## src/rtl/dpc_pkg.sv

```systemverilog
// Package: shared types for the dirty page update coalescer.
// Assumes nothing beyond being compiled before the modules that import it.
package dpc_pkg;

    // Scan controller states
    typedef enum logic [2:0] {
        ST_IDLE,   // waiting for a frame start
        ST_READ,   // reading (or forcing) the current page's dirty bit
        ST_UPD,    // offering a run closed by a clean page
        ST_TAIL,   // offering the run left open at the end of the frame
        ST_CLR,    // offering the range clear
        ST_DONE    // one-cycle end-of-scan marker
    } scan_st_e;

endpackage

```

## src/rtl/dpc_run_tracker.sv

```systemverilog
// Module: dpc_run_tracker
// Tracks the currently open run of dirty pages and computes the update
// that closes it, either on a clean page or at the end of the frame.
// Assumes eval pulses once per page, in ascending page order, and that
// scan_start clears the run before the first page of each scan.
module dpc_run_tracker #(
    parameter int NUM_PAGES      = 192,
    parameter int LINES_PER_PAGE = 4,
    parameter int PAGE_W         = 8,
    parameter int LINE_W         = 10
) (
    input  logic              clk,
    input  logic              rst_n,
    input  logic              scan_start,
    input  logic              eval,
    input  logic [PAGE_W-1:0] page,
    input  logic              dirty,
    output logic              close_emit,
    output logic [LINE_W-1:0] close_line,
    output logic [LINE_W-1:0] close_cnt,
    output logic              tail_open,
    output logic [LINE_W-1:0] tail_line,
    output logic [LINE_W-1:0] tail_cnt
);
    localparam int FRAME_LINES = NUM_PAGES * LINES_PER_PAGE;
    localparam bit LPP_POW2    = (LINES_PER_PAGE & (LINES_PER_PAGE - 1)) == 0;
    localparam int LPP_SHIFT   = $clog2(LINES_PER_PAGE);

    logic              run_open;
    logic [LINE_W-1:0] run_start;
    logic [LINE_W-1:0] page_line;
    logic [LINE_W-1:0] start_after;

    // First line of the current page: shift when lines per page is a power of two
    generate
        if (LPP_POW2) begin : g_shift
            always_comb page_line = LINE_W'(page) << LPP_SHIFT;
        end else begin : g_mult
            always_comb page_line = LINE_W'(page) * LINE_W'(LINES_PER_PAGE);
        end
    endgenerate

    // Close / extend decisions for the page under evaluation
    always_comb begin
        close_emit  = run_open && !dirty;
        close_line  = run_start;
        close_cnt   = page_line - run_start;
        start_after = run_open ? run_start : page_line;
        tail_open   = dirty;
        tail_line   = start_after;
        tail_cnt    = LINE_W'(FRAME_LINES) - start_after;
    end

    // Run state: opens on a dirty page, closes on a clean page
    always_ff @(posedge clk) begin
        if (!rst_n || scan_start) begin
            run_open  <= 1'b0;
            run_start <= '0;
        end else if (eval) begin
            run_open  <= dirty;
            run_start <= dirty ? start_after : run_start;
        end
    end

endmodule

```

## src/rtl/dpc_range_tracker.sv

```systemverilog
// Module: dpc_range_tracker
// Keeps the lowest and highest dirty page seen in the current scan.
// The low mark starts at all-ones and the high mark at zero, so the
// span is non-empty exactly when low <= high.
// Assumes PAGE_W can hold NUM_PAGES, so all-ones is never a real page.
module dpc_range_tracker #(
    parameter int PAGE_W = 8
) (
    input  logic              clk,
    input  logic              rst_n,
    input  logic              scan_start,
    input  logic              eval,
    input  logic [PAGE_W-1:0] page,
    input  logic              dirty,
    output logic [PAGE_W-1:0] lo,
    output logic [PAGE_W-1:0] hi,
    output logic              any_dirty
);

    // Non-empty span test
    always_comb any_dirty = (lo <= hi);

    // Min/max update on every dirty page
    always_ff @(posedge clk) begin
        if (!rst_n || scan_start) begin
            lo <= '1;
            hi <= '0;
        end else if (eval && dirty) begin
            if (page < lo) lo <= page;
            if (page > hi) hi <= page;
        end
    end

endmodule

```

## src/rtl/dpc_scan_ctrl.sv

```systemverilog
// Module: dpc_scan_ctrl
// Sequences one scan: walks the pages, reads dirty bits (or forces them
// after an invalidate), stalls on the update and clear handshakes, and
// ends with a one-cycle done marker. Holds a start request that arrives
// while busy and an invalidate until the next scan begins.
// Assumes run and range trackers update on the eval strobe it produces.
module dpc_scan_ctrl
    import dpc_pkg::*;
#(
    parameter int NUM_PAGES = 192,
    parameter int PAGE_W    = 8,
    parameter int LINE_W    = 10
) (
    input  logic              clk,
    input  logic              rst_n,
    input  logic              frame_start_i,
    input  logic              inval_all_i,
    input  logic              bm_ack_i,
    input  logic              bm_dirty_i,
    input  logic              upd_ready_i,
    input  logic              clr_ready_i,
    input  logic              close_emit,
    input  logic [LINE_W-1:0] close_line,
    input  logic [LINE_W-1:0] close_cnt,
    input  logic              tail_open,
    input  logic [LINE_W-1:0] tail_line,
    input  logic [LINE_W-1:0] tail_cnt,
    input  logic              any_dirty,
    output logic              scan_start,
    output logic              eval,
    output logic              eval_dirty,
    output logic [PAGE_W-1:0] page,
    output logic              bm_req_o,
    output logic              upd_valid_o,
    output logic [LINE_W-1:0] upd_line_o,
    output logic [LINE_W-1:0] upd_count_o,
    output logic              clr_valid_o,
    output logic              done_o
);
    localparam logic [PAGE_W-1:0] LAST_PAGE = PAGE_W'(NUM_PAGES - 1);

    scan_st_e          state_q, state_d;
    logic [PAGE_W-1:0] page_q, page_d;
    logic [LINE_W-1:0] line_q, line_d;
    logic [LINE_W-1:0] cnt_q, cnt_d;
    logic              start_pend_q;
    logic              inval_pend_q;
    logic              force_q;
    logic              last_page;
    scan_st_e          finish_st;

    // Strobes and port outputs derived from the state
    always_comb begin
        last_page   = (page_q == LAST_PAGE);
        finish_st   = any_dirty ? ST_CLR : ST_DONE;
        scan_start  = (state_q == ST_IDLE) && (frame_start_i || start_pend_q);
        eval        = (state_q == ST_READ) && (force_q || bm_ack_i);
        eval_dirty  = force_q || bm_dirty_i;
        page        = page_q;
        bm_req_o    = (state_q == ST_READ) && !force_q;
        upd_valid_o = (state_q == ST_UPD) || (state_q == ST_TAIL);
        upd_line_o  = line_q;
        upd_count_o = cnt_q;
        clr_valid_o = (state_q == ST_CLR);
        done_o      = (state_q == ST_DONE);
    end

    // Next-state, page and pending-update selection
    always_comb begin
        state_d = state_q;
        page_d  = page_q;
        line_d  = line_q;
        cnt_d   = cnt_q;
        unique case (state_q)
            ST_IDLE: begin
                if (scan_start) begin
                    state_d = ST_READ;
                    page_d  = '0;
                end
            end
            ST_READ: begin
                if (eval) begin
                    if (close_emit) begin
                        state_d = ST_UPD;
                        line_d  = close_line;
                        cnt_d   = close_cnt;
                    end else if (last_page) begin
                        if (tail_open) begin
                            state_d = ST_TAIL;
                            line_d  = tail_line;
                            cnt_d   = tail_cnt;
                        end else begin
                            state_d = finish_st;
                        end
                    end else begin
                        page_d = page_q + PAGE_W'(1);
                    end
                end
            end
            ST_UPD: begin
                if (upd_ready_i) begin
                    if (last_page) begin
                        state_d = finish_st;
                    end else begin
                        state_d = ST_READ;
                        page_d  = page_q + PAGE_W'(1);
                    end
                end
            end
            ST_TAIL: begin
                if (upd_ready_i) state_d = ST_CLR;
            end
            ST_CLR: begin
                if (clr_ready_i) state_d = ST_DONE;
            end
            ST_DONE: begin
                state_d = ST_IDLE;
            end
            default: state_d = ST_IDLE;
        endcase
    end

    // State, page and pending-update registers
    always_ff @(posedge clk) begin
        if (!rst_n) begin
            state_q <= ST_IDLE;
            page_q  <= '0;
            line_q  <= '0;
            cnt_q   <= '0;
        end else begin
            state_q <= state_d;
            page_q  <= page_d;
            line_q  <= line_d;
            cnt_q   <= cnt_d;
        end
    end

    // Held frame start: set while busy, consumed when the next scan starts
    always_ff @(posedge clk) begin
        if (!rst_n) begin
            start_pend_q <= 1'b0;
        end else if (scan_start) begin
            start_pend_q <= 1'b0;
        end else if (frame_start_i && (state_q != ST_IDLE)) begin
            start_pend_q <= 1'b1;
        end
    end

    // Invalidate: held until a scan starts, then forces that whole scan
    always_ff @(posedge clk) begin
        if (!rst_n) begin
            inval_pend_q <= 1'b0;
            force_q      <= 1'b0;
        end else if (scan_start) begin
            inval_pend_q <= 1'b0;
            force_q      <= inval_pend_q || inval_all_i;
        end else if (inval_all_i) begin
            inval_pend_q <= 1'b1;
        end
    end

endmodule

```

## src/rtl/dirty_span_merger.sv

```systemverilog
// Module: dirty_span_merger (top)
// Scans a per-page dirty bitmap once per frame, merges consecutive dirty
// pages into line-range updates and ends with one range-clear command.
// Assumes the bitmap owner answers each request with a single-cycle
// acknowledge carrying the dirty bit of the requested page.
module dirty_span_merger #(
    parameter int NUM_PAGES      = 192,
    parameter int LINES_PER_PAGE = 4,
    parameter int PAGE_W         = $clog2(NUM_PAGES + 1),
    parameter int LINE_W         = $clog2(NUM_PAGES * LINES_PER_PAGE + 1)
) (
    input  logic              clk,
    input  logic              rst_n,
    input  logic              frame_start_i,
    input  logic              inval_all_i,
    output logic              bm_req_o,
    output logic [PAGE_W-1:0] bm_page_o,
    input  logic              bm_ack_i,
    input  logic              bm_dirty_i,
    output logic              upd_valid_o,
    input  logic              upd_ready_i,
    output logic [LINE_W-1:0] upd_line_o,
    output logic [LINE_W-1:0] upd_count_o,
    output logic              clr_valid_o,
    input  logic              clr_ready_i,
    output logic [PAGE_W-1:0] clr_lo_o,
    output logic [PAGE_W-1:0] clr_hi_o,
    output logic              done_o
);
    logic              scan_start;
    logic              eval;
    logic              eval_dirty;
    logic [PAGE_W-1:0] page;
    logic              close_emit;
    logic [LINE_W-1:0] close_line;
    logic [LINE_W-1:0] close_cnt;
    logic              tail_open;
    logic [LINE_W-1:0] tail_line;
    logic [LINE_W-1:0] tail_cnt;
    logic              any_dirty;

    // Page address to the bitmap port
    always_comb bm_page_o = page;

    dpc_scan_ctrl #(
        .NUM_PAGES (NUM_PAGES),
        .PAGE_W    (PAGE_W),
        .LINE_W    (LINE_W)
    ) u_ctrl (
        .clk           (clk),
        .rst_n         (rst_n),
        .frame_start_i (frame_start_i),
        .inval_all_i   (inval_all_i),
        .bm_ack_i      (bm_ack_i),
        .bm_dirty_i    (bm_dirty_i),
        .upd_ready_i   (upd_ready_i),
        .clr_ready_i   (clr_ready_i),
        .close_emit    (close_emit),
        .close_line    (close_line),
        .close_cnt     (close_cnt),
        .tail_open     (tail_open),
        .tail_line     (tail_line),
        .tail_cnt      (tail_cnt),
        .any_dirty     (any_dirty),
        .scan_start    (scan_start),
        .eval          (eval),
        .eval_dirty    (eval_dirty),
        .page          (page),
        .bm_req_o      (bm_req_o),
        .upd_valid_o   (upd_valid_o),
        .upd_line_o    (upd_line_o),
        .upd_count_o   (upd_count_o),
        .clr_valid_o   (clr_valid_o),
        .done_o        (done_o)
    );

    dpc_run_tracker #(
        .NUM_PAGES      (NUM_PAGES),
        .LINES_PER_PAGE (LINES_PER_PAGE),
        .PAGE_W         (PAGE_W),
        .LINE_W         (LINE_W)
    ) u_run (
        .clk        (clk),
        .rst_n      (rst_n),
        .scan_start (scan_start),
        .eval       (eval),
        .page       (page),
        .dirty      (eval_dirty),
        .close_emit (close_emit),
        .close_line (close_line),
        .close_cnt  (close_cnt),
        .tail_open  (tail_open),
        .tail_line  (tail_line),
        .tail_cnt   (tail_cnt)
    );

    dpc_range_tracker #(
        .PAGE_W (PAGE_W)
    ) u_range (
        .clk        (clk),
        .rst_n      (rst_n),
        .scan_start (scan_start),
        .eval       (eval),
        .page       (page),
        .dirty      (eval_dirty),
        .lo         (clr_lo_o),
        .hi         (clr_hi_o),
        .any_dirty  (any_dirty)
    );

endmodule

```

## config.mk

```make
export PLATFORM = sky130hd
export DESIGN_NAME = dirty_span_merger
export DESIGN_NICKNAME = d
export VERILOG_FILES = /design/src/rtl/dpc_pkg.sv /design/src/rtl/dpc_run_tracker.sv /design/src/rtl/dpc_range_tracker.sv /design/src/rtl/dpc_scan_ctrl.sv /design/src/rtl/dirty_span_merger.sv
export SDC_FILE = /design/constraint.sdc
export NUM_CORES = 1
export LEC_CHECK = 0
export ABC_CLOCK_PERIOD_IN_PS = 2840
export BUFFER_PORTS_ARGS = -buffer_cell sky130_fd_sc_hd__buf_4
export CELL_PAD_IN_SITES_DETAIL_PLACEMENT = 1
export CELL_PAD_IN_SITES_GLOBAL_PLACEMENT = 1
export CORE_MARGIN = 2
export CORE_UTILIZATION = 43
export CTS_CLUSTER_SIZE = 14
export DETAILED_ROUTE_END_ITERATION = 8
export HOLD_SLACK_MARGIN = 0.1
export PLACE_DENSITY_LB_ADDON = 0.3
export SETUP_SLACK_MARGIN = 0.02
export SYNTH_ARGS = -nofsm -noshare
export SYNTH_HDL_FRONTEND = slang
export SYNTH_SLANG_ARGS = --single-unit
```

## constraint.sdc

```tcl
create_clock -name clk -period 2.84 [get_ports clk]
set_input_delay 0.568 -clock clk [delete_from_list [all_inputs] [get_ports clk]]
set_output_delay 0.568 -clock clk [all_outputs]
set_load 0.01 [all_outputs]
```

## Word level (Yosys, flattened, before mapping)

Index checks and enable logic that the tools add are counted.

- $add $sub $neg: 3
- Multiply operators: 0
- Divide/modulo/power cells: 0
- Order comparisons: 3
- Eq/ne operators: 13
- Shifts and indexed selects: 0
- Mux-type cells: 24
- Bitwise operators: 1
- Reduce and logical (&&, ||, !) cells: 27

Operators with widths:

| operator | count |
|---|---|
| two-way mux 10 bit | 7 |
| two-way mux 8 bit | 5 |
| two-way mux 3 bit | 9 |
| case mux 8 bit (3 select lines) | 1 |
| case mux 3 bit (5 select lines) | 1 |
| subtractor 10 bit | 1 |
| subtractor 10 bit, first input constant | 1 |
| adder 8 x 1 -> 8 bit, second input constant | 1 |
| equality test 8 bit, second input constant | 1 |
| > comparator 8 bit | 1 |
| less-or-equal comparator 8 bit | 1 |
| less-than comparator 8 bit | 1 |
| equality test 3 x 2 -> 1 bit, second input constant | 2 |
| equality test 3 bit, second input constant | 2 |
| logical AND 1 bit | 6 |
| logical OR 1 bit | 6 |
| != test 2 x 1 -> 1 bit, second input constant | 3 |
| != test 2 bit, second input constant | 3 |
| AND reduction 2 bit | 3 |
| AND reduction 6 bit | 1 |
| nonzero test 3 bit | 2 |
| AND reduction 5 bit | 1 |
| AND reduction 4 bit | 1 |
| nonzero test 2 bit | 2 |
| other kinds (7) | 9 |

- Flip-flop bits (word level): 61
- Bits in latches: 0
- Bits in writable memories: 0
- Memory bits (read-only): 0
- Input bits: 8
- Output and inout port bits: 48
- Word-level logic and storage cells: 82
- Memories kept: 0

## Logic depth before layout (Yosys ltp)

Gate-level depths: netlist (run 1).

- Depth in word-level cells: 7
- Gate-level depth with buffers: 10
- Gate-level depth less buffers: 8

## Cells and area by module

From an unflattened synthesis (run 1), not the netlist that was laid out.

- Cell total of the unflattened synthesis: 461
- Area, all modules: 3993.8 sq um

By module, submodules not included:

| module | instances | cells an instance | area an instance (sq um) | sequential area each (sq um) |
|---|---|---|---|---|
| dpc_scan_ctrl | 1 | 193 | 1745.4 | 680.7 |
| dpc_range_tracker | 1 | 137 | 1176.1 | 320.3 |
| dpc_run_tracker | 1 | 131 | 1072.3 | 220.2 |

## Least setup slack after synthesis (run 1)

No wires, ideal clock.

- Path kind: reg-to-reg
- Start point: register u_run.run_open
- End point: register u_ctrl.cnt_q[6] (netlist: u_ctrl.upd_count_o[6])
- Library setup time: 134 ps
- Arrival time: 2107 ps
- Data required time: 2706 ps
- Setup slack: 599 ps
- Cell stages (with the launch flop): 11
- Buffers on the path: 3
- Clock period less this slack: 2241 ps
- Path through: dfxtp_1 -> buf_2 -> buf_2 -> clkbuf_1 -> nand2_1 -> ha_1 -> o221ai_1 -> xnor2_1 -> nor2_1 -> a221oi_1 -> a211oi_1

- Cells in the longest elaborated chain, start to end: 5
- Elaborated cells between the ends (all ways): 9
- Classes of those cells: 1 x add/sub; 4 x mux; 4 x reduce/logical

RTL lines:

| what | RTL line | source |
|---|---|---|
| start: declaration | dpc_run_tracker.sv:29 | `logic run_open;` |
| start signal: assignment | dpc_run_tracker.sv:60 | `run_open <= dirty;` |
| two-way mux 10 bit | dpc_run_tracker.sv:48 | `start_after = run_open ? run_start : page_line;` |
| subtractor 10 bit | dpc_run_tracker.sv:51 | `tail_cnt = LINE_W'(FRAME_LINES) - start_after;` |
| two-way mux 10 bit | dpc_scan_ctrl.sv:88 | `if (tail_open) begin` |
| two-way mux 10 bit | dpc_scan_ctrl.sv:87 | `end else if (last_page) begin` |
| two-way mux 10 bit | dpc_scan_ctrl.sv:83 | `if (close_emit) begin` |
| end signal: assignment | dpc_scan_ctrl.sv:134 | `cnt_q <= cnt_d;` |
| end: declaration | dpc_scan_ctrl.sv:45 | `logic [LINE_W-1:0] cnt_q, cnt_d;` |

Parallel ways exist; a longest one is shown, timed or not. The select of a mux whose other input is x is not followed.
A chain may end at the register's enable or synchronous reset.

## Worst setup path in the final report (run 1)

- Start point: register u_run.run_start[2] (netlist: u_run.close_line[2])
- End point: register u_ctrl.cnt_q[7] (netlist: u_ctrl.upd_count_o[7])

- Cells in the longest elaborated chain, start to end: 5
- Elaborated cells between the ends (all ways): 6
- Classes of those cells: 2 x add/sub; 4 x mux

RTL lines:

| what | RTL line | source |
|---|---|---|
| start: declaration | dpc_run_tracker.sv:30 | `logic [LINE_W-1:0] run_start;` |
| start signal: assignment | dpc_run_tracker.sv:61 | `run_start <= dirty ? start_after : run_start;` |
| two-way mux 10 bit | dpc_run_tracker.sv:48 |  |
| subtractor 10 bit | dpc_run_tracker.sv:51 |  |
| two-way mux 10 bit | dpc_scan_ctrl.sv:88 |  |
| two-way mux 10 bit | dpc_scan_ctrl.sv:87 |  |
| two-way mux 10 bit * | dpc_scan_ctrl.sv:83 |  |

Every way passes the cells marked *; elsewhere a longest branch is shown, timed or not. The select of a mux whose other input is x is not followed.

==> impl_metrics.tcl, run 1 <==
set metrics [dict create \
    ys_seq_area_frac 0.311 \
    rsz0062_at_grt "no" \
    place_ws_ps 327 \
    cts_setup_buffers 0 \
    synthDistinctLibCells 57 \
    regArea_um2 1200 \
    clock_latency_ps 360 \
    setup_viol 0 \
    period_needed_ps 2500 \
    vias_per_cell 5.71 \
    synthFlopType "dfxtp_1" \
    worstSetupEndpointType "register" \
    fin_skew_ps 7.03 \
    fmax_ghz 0.400 \
    p_per_area_nw_per_um2 672 \
    avgSynthCellArea_um2 8.34 \
    yosys-top-cells-area "dfxtp_1, ha_1, nor2_1" \
    io_pins 56 \
    netlist_area_um2 3870 \
    use_met1 0.320 \
    clock_sinks 60 \
    r2r-start "u_run.close_line[2]$_SDFFE_PP0P_" \
    clk_path_buf_depth 2 \
    startpoint_type "register" \
    port_buffers 55 \
    cts_tree "built" \
    drt_iter0_markers 182 \
    drtPass1Iterations 4 \
    drv_cap 0 \
    setup_tns_ps 0 \
    ys_warn_count 0 \
    nets 562 \
    syn-instance-count 464 \
    post-route-period-util 0.881 \
    diodes 0 \
    use_met3 0.0326 \
    root_buffer "clkbuf_8" \
    grt_pass1_wl_um 18900 \
    min_path_cells 3 \
    dpl.hpwl_um 8640 \
    cp.required_ps 3090 \
    cts_buffers 9 \
    multi_input_area_um2 2400 \
    final_common_cell "buf_4" \
    r2r_slack_ps 340 \
    synth_edf_count 0 \
    holdPathEnd "u_ctrl.inval_pend_q$_SDFFE_PP0P_" \
    async_reset_ff_frac 0 \
    rows 34 \
    antenna_found_initial 0 \
    grt_max_degree 28 \
    hold_start "inval_all_i" \
    status "finished clean" \
    layout_common_cells "buf_4, dfxtp_1, nor2_1, nand2_1, ha_1" \
    gp_congestion 0.859 \
    grt.total_usage 0.243 \
    die_y_um 98.8 \
    ys_seq_elements 60 \
    htree_num_levels 3 \
    wirelength_um 11600 \
    area_delta_synth_final_pct 19.0 \
    max_slew_margin 0.535 \
    die_x_um 98.8 \
    rr_worst_depth 8 \
    cp_data_arrival_time_ps 2760 \
    hold_class "in2reg" \
    ant_nets 0 \
    hold_buffers 0 \
    crit_fanout 5 \
    core-area_um2 8720 \
    drc_errors 0 \
    hold_violations 0 \
    worstSetupPathType "reg2reg" \
    overflow 0 \
    top_usage_layer "met2" \
    clkTransAtPathRegs_ps 70 \
    initial_core_util 0.443 \
    grt_use_met2 0.402 \
    fill_cells 1077 \
    irDropWorstVdd_mv 0.265 \
    cts_resized 0 \
    rr_endpoint "u_ctrl.upd_count_o[7]$_SDFFE_PN0P_" \
    p_leak_nw 1.84 \
    synth_top_area_cell "dfxtp_1" \
    vias 3617 \
    first_global_vias 3733 \
    tightest_slew_ps 696 \
    fin_ws_ps 337 \
    slew_viol_final 0 \
    drive_above_1_share 0.181 \
    syn_nets 505 \
    synth_top_area_frac 0.311 \
    avgRoutedWirePerCell_um 18.4 \
    holdWs_ps 440 \
    die-area_um2 9770 \
]
worst max-delay path by stage:
stage / from / to / slack (ps) / depth (start not counted)
after global routing: u_ctrl.page[1]$_SDFFE_PN0P_ / u_ctrl.upd_count_o[9]$_SDFFE_PN0P_ / 100 / 8
after global placement: u_run.close_line[2]$_SDFFE_PP0P_ / u_ctrl.upd_count_o[7]$_SDFFE_PN0P_ / 470 / 8
after detailed placement: u_run.close_line[2]$_SDFFE_PP0P_ / u_ctrl.upd_count_o[7]$_SDFFE_PN0P_ / 330 / 8
final: u_run.close_line[2]$_SDFFE_PP0P_ / u_ctrl.upd_count_o[7]$_SDFFE_PN0P_ / 340 / 8
after floorplan: u_run.run_open$_SDFFE_PP0P_ / u_ctrl.upd_count_o[6]$_SDFFE_PN0P_ / 600 / 10
after CTS: u_run.close_line[2]$_SDFFE_PP0P_ / u_ctrl.upd_count_o[7]$_SDFFE_PN0P_ / 320 / 8
per-layer routing:
metal | vias up | share of wire
met5 | - | 0
met4 | 0 | 0.017
met3 | 17 | 0.054
met2 | 95 | 0.48
met1 | 1730 | 0.45
li1 | 1775 | -
per-stage QoR:
stage / total power, mW / util / std cells / instance area [µm²]
floorplan: 1.89 / - / 464 / 3870
global placement: 2.17 / 0.503 / 618 / 4380
detailed placement: 2.21 / 0.503 / 618 / 4380
CTS: 3.10 / 0.528 / 634 / 4600
global route: 3.27 / 0.528 / 634 / 4600
finish: 3.09 / 0.528 / 634 / 4600
critical path, cell delays in order, from the launching register on:
cell and delay, ps:
dfxtp_1 400, inv_1 70, ha_1 320, or3b_2 470, a211oi_1 420, a21boi_0 200, xnor2_1 170, nor2_1 60
o41ai_1 290
synthesized netlist by cell type, types with 3 or more instances:
library cell	instances
o41ai_1	3
nor3b_1	4
nor3_1	22
a21oi_1	24
inv_1	32
clkbuf_1	6
dfxtp_1	60
or3_1	4
a21o_1	4
nor2_1	59
xnor2_1	16
o21ai_0	11
o211ai_1	22
nor2b_1	5
xor2_1	5
buf_2	11
mux2i_1	20
buf_4	3
nand4_1	4
nand2b_1	4
buf_6	4
nand3_1	9
a211oi_1	14
a311oi_1	4
nand2_1	33
ha_1	33
o21a_1	6
state kept, by name, summed over array words and instances, names as in the netlist:
signal and cells:
u_ctrl.start_pend_q 1, u_ctrl.upd_count_o 10, u_ctrl.upd_line_o 9, u_run.close_line 10, u_ctrl.state_q 3, u_ctrl.page 8
u_run.run_open 1, u_ctrl.force_q 1, u_range.hi 8, u_ctrl.inval_pend_q 1, u_range.lo 8
area by class of cell:
type	instances	area share
inverters	33	0.0269
well taps	108	0.0294
clock inverters	4	0.0158
repair buffers	70	0.114
multi-input cells	347	0.521
clock buffers	12	0.0315
flip-flops and latches	60	0.261
report_power, final:
| group | leakage (nW) | total (mW) | switching (mW) | internal, mW |
|---|---|---|---|---|
| clock | 0.107 | 0.881 | 0.364 | 0.517 |
| combinational | 1.25 | 1.22 | 0.710 | 0.509 |
| sequential | 0.485 | 0.990 | 0.0912 | 0.899 |
cells by family after synthesis:
group | synth area share
AND/OR/NAND/NOR | 0.208
multiplexers | 0.0576
adder cells (fa/ha/maj) | 0.107
flip-flops | 0.311
XOR/XNOR | 0.0476
buffers and inverters | 0.0696
AO/OA/AOI/OAI | 0.200
Note: power is estimated with default switching activity, not from simulation.
==> run 2, diff against run 1 <==
--- a/config.mk
+++ b/config.mk
@@ -6,7 +6,7 @@
 export NUM_CORES = 1
 export LEC_CHECK = 0
 export ABC_CLOCK_PERIOD_IN_PS = 2840
-export BUFFER_PORTS_ARGS = -buffer_cell sky130_fd_sc_hd__buf_4
+export BUFFER_PORTS_ARGS = -buffer_cell sky130_fd_sc_hd__buf_2
 export CELL_PAD_IN_SITES_DETAIL_PLACEMENT = 1
 export CELL_PAD_IN_SITES_GLOBAL_PLACEMENT = 1
 export CORE_MARGIN = 2
==> run 2 against run 1 <==
Compared with the run above:
- sequential power barely moved
- core utilization fell by 1.9 points
- sequential share of layout area up 0.96 points
- final cell count grew 0.32%
- register-to-register slack got worse by 40 ps
- hold slack is essentially flat
- fmax is 1.4% lower
- design area is 3.6% lower
- via count is 1.6% higher
- worst setup slack lost 35 ps
- count of clock-buffer cells in the layout grew 1
- critical path type unchanged
- largest power group unchanged
==> impl_metrics.tcl, run 2 (synthesis results as in run 1) <==
set metrics [dict create \
    status "finished clean" \
    cts_buffers 9 \
    final_core_util 0.509 \
    htree_num_levels 3 \
    p_per_area_nw_per_um2 649 \
    grt_max_degree 28 \
    worstSetupEndpointType "register" \
    startpoint_type "register" \
    top_layer_used "met4" \
    p_sw_frac 0.393 \
    clkTransAtPathRegs_ps 70 \
    fill_cells 1087 \
    max_slew_margin 0.589 \
    crit_fanout 27 \
    r2r-start "u_ctrl.page[4]$_SDFFE_PN0P_" \
    drive_above_1_share 0.184 \
    clock_sinks 60 \
    p_leak_nw 1.83 \
    slew_viol_final 0 \
    fin_ws_ps 302 \
    holdWs_ps 440 \
    wl_met2_um 5580 \
    worstSetupPathType "reg2reg" \
    clk_path_buf_depth 2 \
    drt_iter0_markers 160 \
    setup_viol 0 \
    avgRoutedWirePerCell_um 18.3 \
    hold_class "in2reg" \
    cts_setup_buffers 0 \
    period_needed_ps 2540 \
    drc_errors 0 \
    overflow 0 \
    wirelength_um 11600 \
    grt.total_usage 0.246 \
    internal_power_mw 1.75 \
    layout_common_cells "dfxtp_1, nor2_1, buf_2, nand2_1, ha_1" \
    die_x_um 98.8 \
    p_clk_frac 0.241 \
    drtPass1Iterations 4 \
    die-area_um2 9770 \
    hold_buffers 0 \
    antenna_found_initial 0 \
    first_global_vias 3783 \
    cts_resized 0 \
    initial_core_util 0.443 \
    clock_latency_ps 350 \
    irDropWorstVdd_mv 0.205 \
    gp_congestion 0.896 \
    die_y_um 98.8 \
    cp.required_ps 3090 \
    grt_pass1_wl_um 19200 \
    root_buffer "clkbuf_8" \
    area_delta_synth_final_pct 14.7 \
    cts_tree "built" \
    p_seq_frac 0.343 \
    diodes 0 \
    drv_cap 0 \
    vias 3674 \
    hold_violations 0 \
    post-route-period-util 0.894 \
    switchingPower_mw 1.13 \
    final_common_cell "dfxtp_1" \
    place_ws_ps 371 \
    cp_data_arrival_time_ps 2780 \
    fmax_ghz 0.394 \
    tightest_slew_ps 608 \
    crit_start "u_ctrl.page[4]$_SDFFE_PN0P_" \
    met1Wirelength_um 5400 \
    wl_met3_um 455 \
    rsz0062_at_grt "no" \
    fin_skew_ps 8.33 \
    nets 565 \
    combPwrFrac 0.416 \
    rows 34 \
    io_pins 56 \
    vias_per_cell 5.78 \
    hold_start "inval_all_i" \
    port_buffers 55 \
    core-area_um2 8720 \
    setup_tns_ps 0 \
    dpl.hpwl_um 8860 \
    ant_nets 0 \
]
## run 2: changes by cell type in the layout (fill, tap and decap cells not counted)
cell        before  now
clkbuf_8        10   11
buf_2            0   55
buf_4           70   18
bufinv_16        2    0
clkinv_2         1    2
clkinvlp_4       1    0
## run 2: power by group through the flow
stage	sequential, mW	combinational, mW	clock (mW)
2_1_floorplan	0.975	0.911	0
3_3_place_gp	1.00	1.16	0
3_5_place_dp	1.00	1.19	0
4_1_cts	0.985	1.20	0.709
5_1_grt	0.998	1.33	0.748
6_report	0.987	1.20	0.695
## run 2: critical path, cell delays in order (launching register included)
cell      delay (ps)
dfxtp_1          630
nand3_1          320
nor3_1           460
a22o_1           250
and2_1           130
buf_4            270
nor2_1            90
a311oi_1         280
## run 2: layout make-up
class | instances | area (µm²) | area share
multi-input combinational | 347 | 2400 | 0.540
sequential | 60 | 1200 | 0.271
timing repair buffer | 73 | 410 | 0.0925
clock buffer | 13 | 159 | 0.0358
tap | 108 | 135 | 0.0305
inverter | 33 | 124 | 0.0279
clock inverter | 2 | 10.0 | 0.00226
## run 2: path summary, 6_finish.rpt
path / end / slack [ps] / cells after the start
setup reg to reg: u_ctrl.upd_count_o[9]$_SDFFE_PN0P_ / 300 / 7
hold / removal: u_ctrl.inval_pend_q$_SDFFE_PP0P_ / 440 / 3
hold reg to reg: u_ctrl.upd_line_o[1]$_SDFFE_PN0P_ / 450 / 2
setup / recovery: u_ctrl.upd_count_o[9]$_SDFFE_PN0P_ / 300 / 7
## run 2: metal layers
metal  up-vias  GRT usage
li1       1777          -
met1      1806      0.318
met2        76      0.410
met3        15     0.0525
met4         0     0.0790
met5         -          0
## run 2: per-stage QoR
step | power (mW) | std cells | instance area (µm²)
2_1_floorplan | 1.89 | 464 | 3870
3_3_place_gp | 2.16 | 621 | 4270
3_5_place_dp | 2.19 | 621 | 4270
4_1_cts | 2.90 | 636 | 4440
5_1_grt | 3.08 | 636 | 4440
6_report | 2.88 | 636 | 4440
